**src/rtl/wdog_feed.sv**
```systemverilog
module wdog_feed #(
  parameter int CNT_W     = 24,
  parameter int DIV       = 4,
  parameter int PULSE_LEN = 4,
  parameter logic [CNT_W-1:0] TC_MIN = 'hFF,
  parameter logic [7:0] KEY1 = 8'hAA,
  parameter logic [7:0] KEY2 = 8'h55
) (
  input  logic        clk,
  input  logic        rst_n,
  input  logic [3:0]  bus_addr,
  input  logic        bus_wr,
  input  logic        bus_rd,
  input  logic [31:0] bus_wdata,
  output logic [31:0] bus_rdata,
  output logic        sys_rst_req
);
  localparam int PRE_W = (DIV > 1) ? $clog2(DIV) : 1;
  localparam int PUL_W = $clog2(PULSE_LEN + 1);
  localparam logic [3:0] A_CTRL = 4'h0;
  localparam logic [3:0] A_TC   = 4'h4;
  localparam logic [3:0] A_FEED = 4'h8;
  localparam logic [3:0] A_CNT  = 4'hC;
  localparam logic [PRE_W-1:0] PRE_LAST = PRE_W'(DIV - 1);

  logic             en, rst_en, tflag, running, pend;
  logic [CNT_W-1:0] tc, cnt;
  logic [PRE_W-1:0] pre;
  logic [PUL_W-1:0] pulse;

  logic access, wr_feed, key2_ok, feed_bad, tick, uf, fire;
  logic [CNT_W-1:0] wval;

  assign access   = bus_wr | bus_rd;
  assign wr_feed  = bus_wr && bus_addr == A_FEED;
  assign key2_ok  = pend && wr_feed && bus_wdata[7:0] == KEY2;
  assign feed_bad = pend && access && !key2_ok;
  assign tick     = running && pre == PRE_LAST;
  assign uf       = tick && cnt == '0;
  assign fire     = (uf && rst_en) || (feed_bad && en && rst_en);
  assign wval     = bus_wdata[CNT_W-1:0];
  assign sys_rst_req = pulse != '0;

  always_ff @(posedge clk) begin
    if (!rst_n) begin
      en <= 1'b0; rst_en <= 1'b0; tflag <= 1'b0; running <= 1'b0;
      pend <= 1'b0; tc <= TC_MIN;
    end else begin
      if (bus_wr && bus_addr == A_CTRL) begin
        en     <= en | bus_wdata[0];
        rst_en <= rst_en | bus_wdata[1];
      end
      if (bus_wr && bus_addr == A_TC)
        tc <= (wval < TC_MIN) ? TC_MIN : wval;
      if (access)
        pend <= !pend && wr_feed && bus_wdata[7:0] == KEY1;
      if (key2_ok && en)
        running <= 1'b1;
      if (uf)
        tflag <= 1'b1;
    end
  end

  always_ff @(posedge clk) begin
    if (!rst_n) begin
      cnt <= TC_MIN; pre <= '0;
    end else if (key2_ok) begin
      cnt <= tc; pre <= '0;
    end else if (running) begin
      pre <= tick ? '0 : pre + 1'b1;
      if (tick) cnt <= uf ? tc : cnt - 1'b1;
    end
  end

  always_ff @(posedge clk) begin
    if (!rst_n)        pulse <= '0;
    else if (fire)     pulse <= PUL_W'(PULSE_LEN);
    else if (pulse != '0) pulse <= pulse - 1'b1;
  end

  always_comb begin
    case (bus_addr)
      A_CTRL:  bus_rdata = {29'd0, tflag, rst_en, en};
      A_TC:    bus_rdata = 32'(tc);
      A_CNT:   bus_rdata = 32'(cnt);
      default: bus_rdata = '0;
    endcase
  end


  en_sticky_chk: assert property (@(posedge clk) disable iff (!rst_n) en |=> en);

  idle_hold_chk: assert property (@(posedge clk) disable iff (!rst_n)
    (!running && !key2_ok) |=> $stable(cnt));

  run_needs_en_chk: assert property (@(posedge clk) disable iff (!rst_n) running |-> en);

  prescale_chk: assert property (@(posedge clk) disable iff (!rst_n)
    (running && pre != PRE_LAST && !key2_ok) |=> $stable(cnt));

  req_permit_chk: assert property (@(posedge clk) disable iff (!rst_n) sys_rst_req |-> rst_en);

  flag_sticky_chk: assert property (@(posedge clk) disable iff (!rst_n) tflag |=> tflag);

  tc_floor_chk: assert property (@(posedge clk) disable iff (!rst_n) tc >= TC_MIN);
endmodule

```
**config.mk**
```make
export PLATFORM = sky130hd
export DESIGN_NAME = wdog_feed
export DESIGN_NICKNAME = d
export VERILOG_FILES = /design/src/rtl/wdog_feed.sv
export SDC_FILE = /design/constraint.sdc
export NUM_CORES = 1
export LEC_CHECK = 0
export BUFFER_PORTS_ARGS = -buffer_cell sky130_fd_sc_hd__buf_2
export CAP_MARGIN = 0
export CORE_MARGIN = 1.5
export CORE_UTILIZATION = 59
export CTS_CLUSTER_DIAMETER = 120
export DETAILED_ROUTE_END_ITERATION = 10
export PLACE_DENSITY = 0.86
export SLEW_MARGIN = 10
export SYNTH_ARGS = -nofsm -noshare
export SYNTH_HDL_FRONTEND = slang
export SYNTH_SLANG_ARGS = --single-unit
```
**constraint.sdc**
```tcl
create_clock -name clk -period 5.9 [get_ports clk]
set_clock_uncertainty 0.1 [all_clocks]
set_input_delay 0.295 -clock clk [delete_from_list [all_inputs] [get_ports clk]]
set_output_delay 0.295 -clock clk [all_outputs]
set_load 0.01 [all_outputs]
```
After elaboration in Yosys (flattened, before gate mapping). Index checks and enable logic that the tools add are counted. W data, S select, Z words.

Word-level logic and storage cells: 60. Bits of input ports: 40. Register bits: 58. Output and inout port bits: 33.

Bitwise gates (word level): 4. Reduce and logical (&&, ||, !) cells: 27. Equality and inequality tests: 6. Multiplexer cells: 9. Add/sub/neg operators: 3. Order comparisons: 1.

Operators by type and width (number): $mux W24 (5); $pmux W24 S3 (1); $logic_not A24 Y1 (1); $lt A24 B8 Y1 const B (1); $sub A24 B1 Y24 const B (1); $logic_and A1 B1 Y1 (15); $eq A4 B4 Y1 const B (2); $eq A8 B7 Y1 const B (1); $eq A8 B8 Y1 const B (1); $mux W3 (2); $reduce_bool A2 Y1 (3); $eq A4 B3 Y1 const B (1); $logic_not A4 Y1 (1); $reduce_or A2 Y1 (2); $or A1 B1 Y1 (3); $reduce_bool A3 Y1 (1); $sub A3 B1 Y3 const B (1); $add A2 B1 Y2 const B (1); $eq A2 B2 Y1 const B (1); $logic_not A1 Y1 (2); $mux W2 (1); $reduce_and A2 Y1 (1); $logic_or A1 B1 Y1 (1); $not A1 Y1 (1).

Logic depth before layout (Yosys ltp). Gate-level depths: netlist of the first run.

Word-level depth: 10. Gate-level depth with buffers: 10.

Least setup slack after synthesis of the first run. Ideal clock, no wire load.

Path kind: register to register. Start point: reg cnt[8]. End point: reg cnt[10]. Library setup time: 0.132 ns. Setup slack: 3.789 ns. Required time: 5.668 ns. Arrival time: 1.879 ns. Stages on the path, launching flop included: 10. Cell sequence: dfxtp_1 > buf_6 > nor4_4 > nand4_2 > or3_1 > buf_2 > and2_4 > buf_6 > mux2i_1 > a21oi_1.

Word-level cells in the longest chain between the ends: 6.

Ends and longest elaborated chain: start: declaration (line 27) `logic [CNT_W-1:0] tc, cnt;`; start signal: assignment (line 71) `if (tick) cnt <= uf ? tc : cnt - 1'b1;`; branches (longest 2 deep; another with $sub A24 B1 Y24); $mux W24 (*) (2 in series) (line 71); $mux W24 (*) (line 69) `end else if (running) begin`; $mux W24 (*) (line 67) `end else if (key2_ok) begin`.

Every way passes the cells marked *. The select of a mux whose other input is x is not followed. A chain may end at the register's enable or synchronous reset.

Final worst setup path of the first run.
Start point: reg pre[0]. End point: reg cnt[5].

Word-level cells in the longest chain between the ends: 7.

Ends and longest elaborated chain: start: declaration (line 28) `logic [PRE_W-1:0] pre;`; start signal: assignment (line 70) `pre <= tick ? '0 : pre + 1'b1;`; $eq A2 B2 Y1 (*) (line 38) `assign tick = running && pre == PRE_LAST;`; $logic_and A1 B1 Y1 (*) (line 38); $logic_and A1 B1 Y1 (line 39) `assign uf = tick && cnt == '0;`; $mux W24 (2 in series) (line 71); $mux W24 (line 69); $mux W24 (line 67).

Mark *: on every way between the ends. The rest lies on a longest branch, timed or not. The select of a mux whose other input is x is not followed.

==> summary.md, run 1 <==
| Metric | Value |
|---|---|
| Yosys top cell by area | dfxtp_1 |
| CP max FO | 19 |
| Share of flip-flops with an asynchronous set or reset | 0 |
| Static Leak | 1.56 nW |
| VDD IR max | 0.204 mV |
| Worst reg-to-reg path cell count | 8 |
| Area grow syn2layout | 14.0% |
| Initial antenna violation count | 0 |
| Post-DP HPWL | 6380 µm |
| Worst path required time | 6040 ps |
| Worst slew margin | 0.340 |
| Post-synth top cells | nand2_1, dfxtp_1, nor2_1 |
| Mean post-synth cell area | 7.69 µm² |
| Fin area | 0.00383 mm² |
| Largest stage delay, worst path | 540 ps |
| Worst r2r src | pre[0]$_SDFFE_PP0P_ |
| Endpoint type of the worst setup path | flop |
| Pin slew with the least headroom to its limit | 986 ps |
| Sequential share of the synthesized area | 0.345 |
| Fin crit period | 2770 ps |
| Data arrival, critical path | 2920 ps |
| Slowest cell on the critical path | nor3b_1 |
| DRC | 0 |
| Synth top area cells | dfxtp_1, nand2_1, a22o_1 |
| Most common cell in the synthesized netlist | nand2_1 |
| First-pass GRT wire length | 15300 µm |
| Detailed-router iteration count before antenna repair | 6 |
| Detailed Route Iter0 Violations | 414 |
| R2r setup slk | 3130 ps |
| Netlist cell types | 55 |
| Critical path destination | cnt[5]$_SDFFE_PN1P_ |
| Final hold violation count | 0 |
| Antenna Cells | 0 |
| Die W | just under 80 µm |
| GRT Util Overall | 0.317 |
| RR Endpoint | cnt[5]$_SDFFE_PN1P_ |
| Via count | 3573 |
| Row count | 27 |
| CP delay by family, top | simple AND/OR/NAND/NOR gates |
| Post-Syn Instances | 437 |
| Post CTS Setup Buffer Count | 0 |
| Core Box Area | around 0.0055 mm² |
| # hold bufs at CTS | 0 |
| Vias per cell | ~6.4 |
| Hold Path Class | in -> reg |
| Final Util | 0.696 |
| Status | finished, final reports clean |
| Top_reg_cell synth | dfxtp_1 |
| Fin crit share | 0.470 |
| Maximum clock path buffer count | 2 |
| Worst path cell trace | ha_1 > and2_1 > and4_1 > nor3b_1 > buf_4 > o21ai_0 > a31oi_1 > nand3_1 |
| CP Launch Type | flop |
| CTS clk-pin slew, worst paths | 70 ps |
| Fmax | 360 MHz |
| Critical setup path kind | reg -> reg |
| Synth Register Bits | 58 |
| Total gr overflow | 0 |
| Die footprint | 0.00616 mm² |
| CTS HTree Levels | 3 |
| Routed Antenna Nets | 0 |
| Slew Limit Fails | 0 |
| Post-synth top area share | 0.345 |
| CTS Buf Count | 9 |
| Launch point of the worst path | pre[0]$_SDFFE_PP0P_ |
| Max-cap viol count | 0 |
| Final WL | 9300 µm |
| Pwr Density | 237 mW/mm² |
| CTS tree | done |
| CTS root buffer | clkbuf_8 |
| # setup viols final | 0 |
| Worst Path Buf+Inv | 1 |
| Synth warn | 0 |
| Wire length per cell | about 17 µm |
| Stages on worst setup path | 8 |
| Post-synth EDFFs | 0 |
| Mapped cell area | ~0.0034 mm² |
| CTS Sinks | 58 |
| Clk_lat worst skew | approximately 350 ps |
| Cells after DPL | 539 |
| Nets@finish | 524 |
| Number of port buffers | 56 |
| Placed instance area | about 0.0036 mm² |
| Total I/O pin count | 73 |
| Starting Density | 0.610 |
| RSZ-0062 raised after global routing | no |
| Hold slack final | 92.5 ps |
| Fin cells | 555 |
| Vias in the first global route | approximately 3300 |
| Pin count of the biggest net entering global routing | 28 |
| Setup TNS | 0 ps |
| Die span in y | approximately 78 µm |
| Layout cells sized above 1 | 0.186 |
| Routability cong. | 0.938 |
| Post-cts sizing count | 0 |
## per-layer routing
metal,wire (µm),GRT usage,vias to the layer above
li1,-,-,1669
met1,3740,0.400,1619
met2,4130,0.483,235
met3,1060,0.0860,50
met4,374,0.186,0
met5,0,0,-
## where the power goes
| group | internal, mW | switching [mW] | leakage, nW |
|---|---|---|---|
| Combinational | 0.0364 | 0.0558 | 0.983 |
| Sequential | 0.399 | 0.00572 | 0.469 |
| Clock | 0.237 | 0.175 | 0.105 |
| Total | 0.672 | 0.236 | 1.56 |
## placed cells by master, fill, tap and decap left out, types with 2 or more instances in the layout
master,count
o21ai_1,3
nor4_1,11
nand3_1,15
a22o_1,21
and3_1,2
or3_1,7
buf_2,56
nor4b_1,3
mux2i_1,8
a22oi_1,3
and2_1,3
clkbuf_8,9
nor2b_1,3
o31a_1,2
or4_1,3
inv_1,10
nor3_1,15
xnor2_1,3
a31oi_1,7
o32a_1,2
nor3b_1,4
dfxtp_1,58
nand4_1,11
clkinv_2,2
o21ai_0,24
o22ai_1,9
nor4_4,3
clkinvlp_4,2
ha_1,6
bufinv_16,2
nor2_1,35
a21oi_1,34
nand2_1,69
conb_1,8
o21a_1,3
buf_4,4
nor3_2,2
## registers in the layout (all words and copies together), names as in the netlist
register / flops
running: 1
pre: 2
pend: 1
cnt: 24
tc: 24
rst_en: 1
pulse: 3
tflag: 1
en: 1
## cell type report
type / instances / area [µm²]
multi-input combinational: 338 / 2010
fill: 435 / 1680
sequential: 58 / 1160
timing repair buffer: 60 / 310
clock buffer: 9 / 124
clock inverter: 7 / 93.8
tap: 72 / 90.1
inverter: 11 / 41.3
## kinds of logic after synthesis
group	share of synthesized area
other	0.00112
buffers and inverters	0.0689
flip-flops	0.345
AO/OA/AOI/OAI	0.215
adder cells (fa/ha/maj)	0.0223
AND/OR/NAND/NOR	0.313
XOR/XNOR	0.0104
multiplexers	0.0238
## worst min-delay path by stage
stage,cells past startpoint,endpoint,startpoint
6_report,3,tc[2]$_SDFFE_PN1P_,bus_wdata[2]
5_1_grt,3,tc[22]$_SDFFE_PN0P_,bus_wdata[22]
3_5_place_dp,2,tflag$_SDFFE_PN0P_,tflag$_SDFFE_PN0P_
2_1_floorplan,2,tc[0]$_SDFFE_PN1P_,bus_wdata[0]
4_1_cts,3,tc[2]$_SDFFE_PN1P_,bus_wdata[2]
3_3_place_gp,2,tflag$_SDFFE_PN0P_,tflag$_SDFFE_PN0P_
## worst register-to-register path, cell delays in order (launching register included)
cell	delay [ps]
dfxtp_1	350
ha_1	190
and2_1	500
and4_1	330
nor3b_1	540
buf_4	270
o21ai_0	100
a31oi_1	200
nand3_1	90
## per-stage QoR
stage,total power [mW],worst slack [ps]
6_report,0.909,3130
3_5_place_dp,0.504,3200
3_3_place_gp,0.500,3240
2_1_floorplan,0.473,3790
5_1_grt,0.933,2980
4_1_cts,0.906,3200
Power figures use the tool's default switching activity.
==> run 2: changes to the inputs <==
--- a/config.mk
+++ b/config.mk
@@ -5,13 +5,14 @@
 export SDC_FILE = /design/constraint.sdc
 export NUM_CORES = 1
 export LEC_CHECK = 0
+export ABC_AREA = 1
 export BUFFER_PORTS_ARGS = -buffer_cell sky130_fd_sc_hd__buf_2
 export CAP_MARGIN = 0
 export CORE_MARGIN = 1.5
-export CORE_UTILIZATION = 59
+export CORE_UTILIZATION = 56
 export CTS_CLUSTER_DIAMETER = 120
 export DETAILED_ROUTE_END_ITERATION = 10
-export PLACE_DENSITY = 0.86
+export PLACE_DENSITY = 0.81
 export SLEW_MARGIN = 10
 export SYNTH_ARGS = -nofsm -noshare
 export SYNTH_HDL_FRONTEND = slang
==> constraint.sdc (replaced) <==
create_clock -name clk -period 2.63 [get_ports clk]
set_clock_uncertainty 0.1 [all_clocks]
set_input_delay 0.1315 -clock clk [delete_from_list [all_inputs] [get_ports clk]]
set_output_delay 0.1315 -clock clk [all_outputs]
set_load 0.01 [all_outputs]
==> run 2 against run 1 <==
Register-to-register slack worse by 2500 ps. Clock power is 140% higher. First-iteration DRC count is 17% lower. Critical endpoint is now cnt[7]$_SDFFE_PN1P_. Critical path type is now in -> reg. Final area is 18% higher. Hold slack worse by 87 ps. Die area is 20% higher. Wire length is 14% higher. Combinational power grew to 2.7 times the previous value. Total power is 140% higher. Via count is 17% higher. Sequential power is 130% higher.
==> summary.md, run 2 <==
| Metric | Value |
|---|---|
| Status | finished, final reports clean |
| Fmax | 506 MHz |
| R2r setup slk | 670 ps |
| Max-cap viol count | 0 |
| Psw | 543 µW |
| Post CTS Setup Buffer Count | 0 |
| VDD IR max | around 0.28 mV |
| Maximum clock path buffer count | 2 |
| Hold Path Class | in -> reg |
| Netlist cell types | 37 |
| CTS HTree Levels | 3 |
| Vias per cell | approximately 5.6 |
| Total I/O pin count | 73 |
| Detailed-router iteration count before antenna repair | 5 |
| Hold slack final | 5.21 ps |
| CTS Sinks | slightly below 60 |
| Top_reg_cell synth | dfxtp_1 |
| Pin count of the biggest net entering global routing | 40 |
| Sequential share of the synthesized area | 0.302 |
| Detailed Route Iter0 Violations | approximately 340 |
| Fin crit share | 0.751 |
| Worst reg-to-reg path cell count | 12 |
| Most common cell after layout, fill and taps aside | nand2_1 |
| Largest stage delay, worst path | 550 ps |
| Row count | 30 |
| Synth top area cells | dfxtp_1, nand2_1, nor2_1 |
| Post-DP HPWL | 7360 µm |
| Data arrival, critical path | 2160 ps |
| Hold endpoint | tc[21]$_SDFFE_PN0P_ |
| Clock power share | 0.463 |
| Gate power share | 0.114 |
| Post-Syn Instances | 597 |
| RR Endpoint | cnt[23]$_SDFFE_PN0P_ |
| Worst path required time | 2820 ps |
| Final WL | 10600 µm |
| Synth warn | 0 |
| Clk_lat worst skew | 350 ps |
| Post-route setup slack | 654 ps |
| CTS root buffer | clkbuf_8 |
| Worst r2r src | pre[0]$_SDFFE_PP0P_ |
| Slew Limit Fails | 0 |
| Most common cell in the synthesized netlist | nand2_1 |
| Setup TNS | 0 ps |
| RSZ-0062 raised after global routing | no |
| Worst slew margin | 0.456 |
| Slowest cell on the critical path | dlygate4sd3_1 |
| Nets@finish | around 700 |
| Pwr Density | 478 mW/mm² |
| Core Box Area | approximately 0.0067 mm² |
| CP Launch Type | primary input |
| Fin crit period | 1980 ps |
| Yosys top cell by area | dfxtp_1 |
| Worst Hold Launch | bus_wdata[21] |
| Starting Density | 0.572 |
| CTS tree | done |
| Static Leak | around 2.1 nW |
| Final hold violation count | 0 |
| Via count | approximately 4200 |
| GRT Util Overall | 0.293 |
| Die footprint | 0.00737 mm² |
| Die W | around 86 µm |
| Share of flip-flops with an asynchronous set or reset | 0 |
| Pre-CTS WS | slightly above 700 ps |
| Total gr overflow | 0 |
| Wire length per cell | about 14 µm |
| Layout cells sized above 1 | 0.160 |
| CTS clk-pin slew, worst paths | around 60 ps |
| Mean post-synth cell area | 6.43 µm² |
| Worst Path Buf+Inv | 3 |
| Routability cong. | 0.957 |
| Largest registers | cnt x24, tc x24, pulse x3 |
| CTS Buf Count | 9 |
| Vias in the first global route | 3646 |
| Synth Register Bits | 58 |
| Endpoint type of the worst setup path | flop |
| Switching part of the total | 0.252 |
| # setup viols final | 0 |
| Critical setup path kind | in -> reg |
| Share of total power in sequential cells | 0.423 |
| Post-synth top area share | 0.302 |
| CP max FO | 21 |
| Antenna Cells | 0 |
| Initial antenna violation count | 0 |
| Area grow syn2layout | 17.4% |
| CP delay by family, top | buffers and inverters |
| Post-synth EDFFs | 0 |
| Worst path cell trace | dlygate4sd3_1 > buf_2 > nand2_1 > nor3_2 > nand3_4 > nand2_4 > inv_2 > a21oi_1 > o21ai_0 > nand3_1 |
| First-pass GRT wire length | 17000 µm |
| Die span in y | 85.8 µm |
| Number of port buffers | 56 |
| Routed Antenna Nets | 0 |
| Pint | around 1.6 mW |
| Commonest non-fill, non-tap cells in the layout | nand2_1, nor2_1, inv_1 |
| Pin slew with the least headroom to its limit | a little over 800 ps |
| Cells on Worst Hold Path | 3 |
| Post-synth top cells | nand2_1, nor2_1, inv_1 |
| DRC | 0 |
| Mapped cell area | 0.00384 mm² |
[run 2: cells by family after synthesis]
| group | synth area share |
|---|---|
| and+or+nand+nor | 0.377 |
| other | 0.000976 |
| adders and majority gates | 0.0195 |
| DFF | 0.302 |
| buffers and inverters | 0.132 |
| AOI/OAI and AO/OA | 0.141 |
| xor gates and xnor gates | 0.0251 |
| muxes | 0.00261 |
[run 2: power by group through the flow]
stage          Clock (mW)  Sequential, mW  Combinational, mW
5_1_grt              1.03           0.915              0.273
4_1_cts             0.995           0.912              0.244
3_5_place_dp            0           0.932              0.221
6_report            0.997           0.912              0.247
2_1_floorplan           0           0.930              0.157
3_3_place_gp            0           0.931              0.212
[run 2: cell type report]
class / count / area, µm²
Timing Repair Buffer: 78 / 495
Sequential cell: 58 / 1160
Clock buffer: 12 / 165
Tap cell: 80 / 100
Clock inverter: 4 / 72.6
Fill cell: 591 / 2210
Multi-Input combinational cell: 434 / 2200
Inverter: 84 / 315
[run 2: worst max-delay path by stage]
stage	start	endpoint	slack [ps]	depth (start not counted)
finish	bus_wdata[0]	cnt[7]$_SDFFE_PN1P_	650	10
global route	cnt[0]$_SDFFE_PN1P_	cnt[20]$_SDFFE_PN0P_	530	13
CTS	bus_wdata[0]	cnt[7]$_SDFFE_PN1P_	700	10
detailed placement	bus_addr[2]	tc[18]$_SDFFE_PN0P_	710	8
global placement	bus_addr[2]	tc[13]$_SDFFE_PN0P_	730	8
floorplan	pre[0]$_SDFFE_PP0P_	cnt[1]$_SDFFE_PN1P_	1000	12
[run 2: per-layer routing]
metal	up-vias	GRT usage	wire (µm)
li1	2040	-	-
met1	1922	0.399	4640
met2	181	0.470	4850
met3	30	0.0433	880
met4	0	0.114	272
met5	-	0	0
[run 2: what timing repair did]
item	in CTS	in global routing
hold buffers	20	0
gates resized for setup	0	0
endpoints found under the hold margin	19	0
[run 2: tightest hold or removal path: stages]
cell,delay (ps)
buf_2,90
nor2_1,50
a211oi_2,130
[run 2: metrics by stage]
step	power, mW	instances	util	instance area [µm²]
floorplan	1.09	604	-	3870
global placement	1.14	714	0.606	4070
detailed placement	1.15	714	0.606	4070
CTS	2.15	750	0.671	4510
global route	2.21	750	0.671	4510
finish	2.16	750	0.671	4510
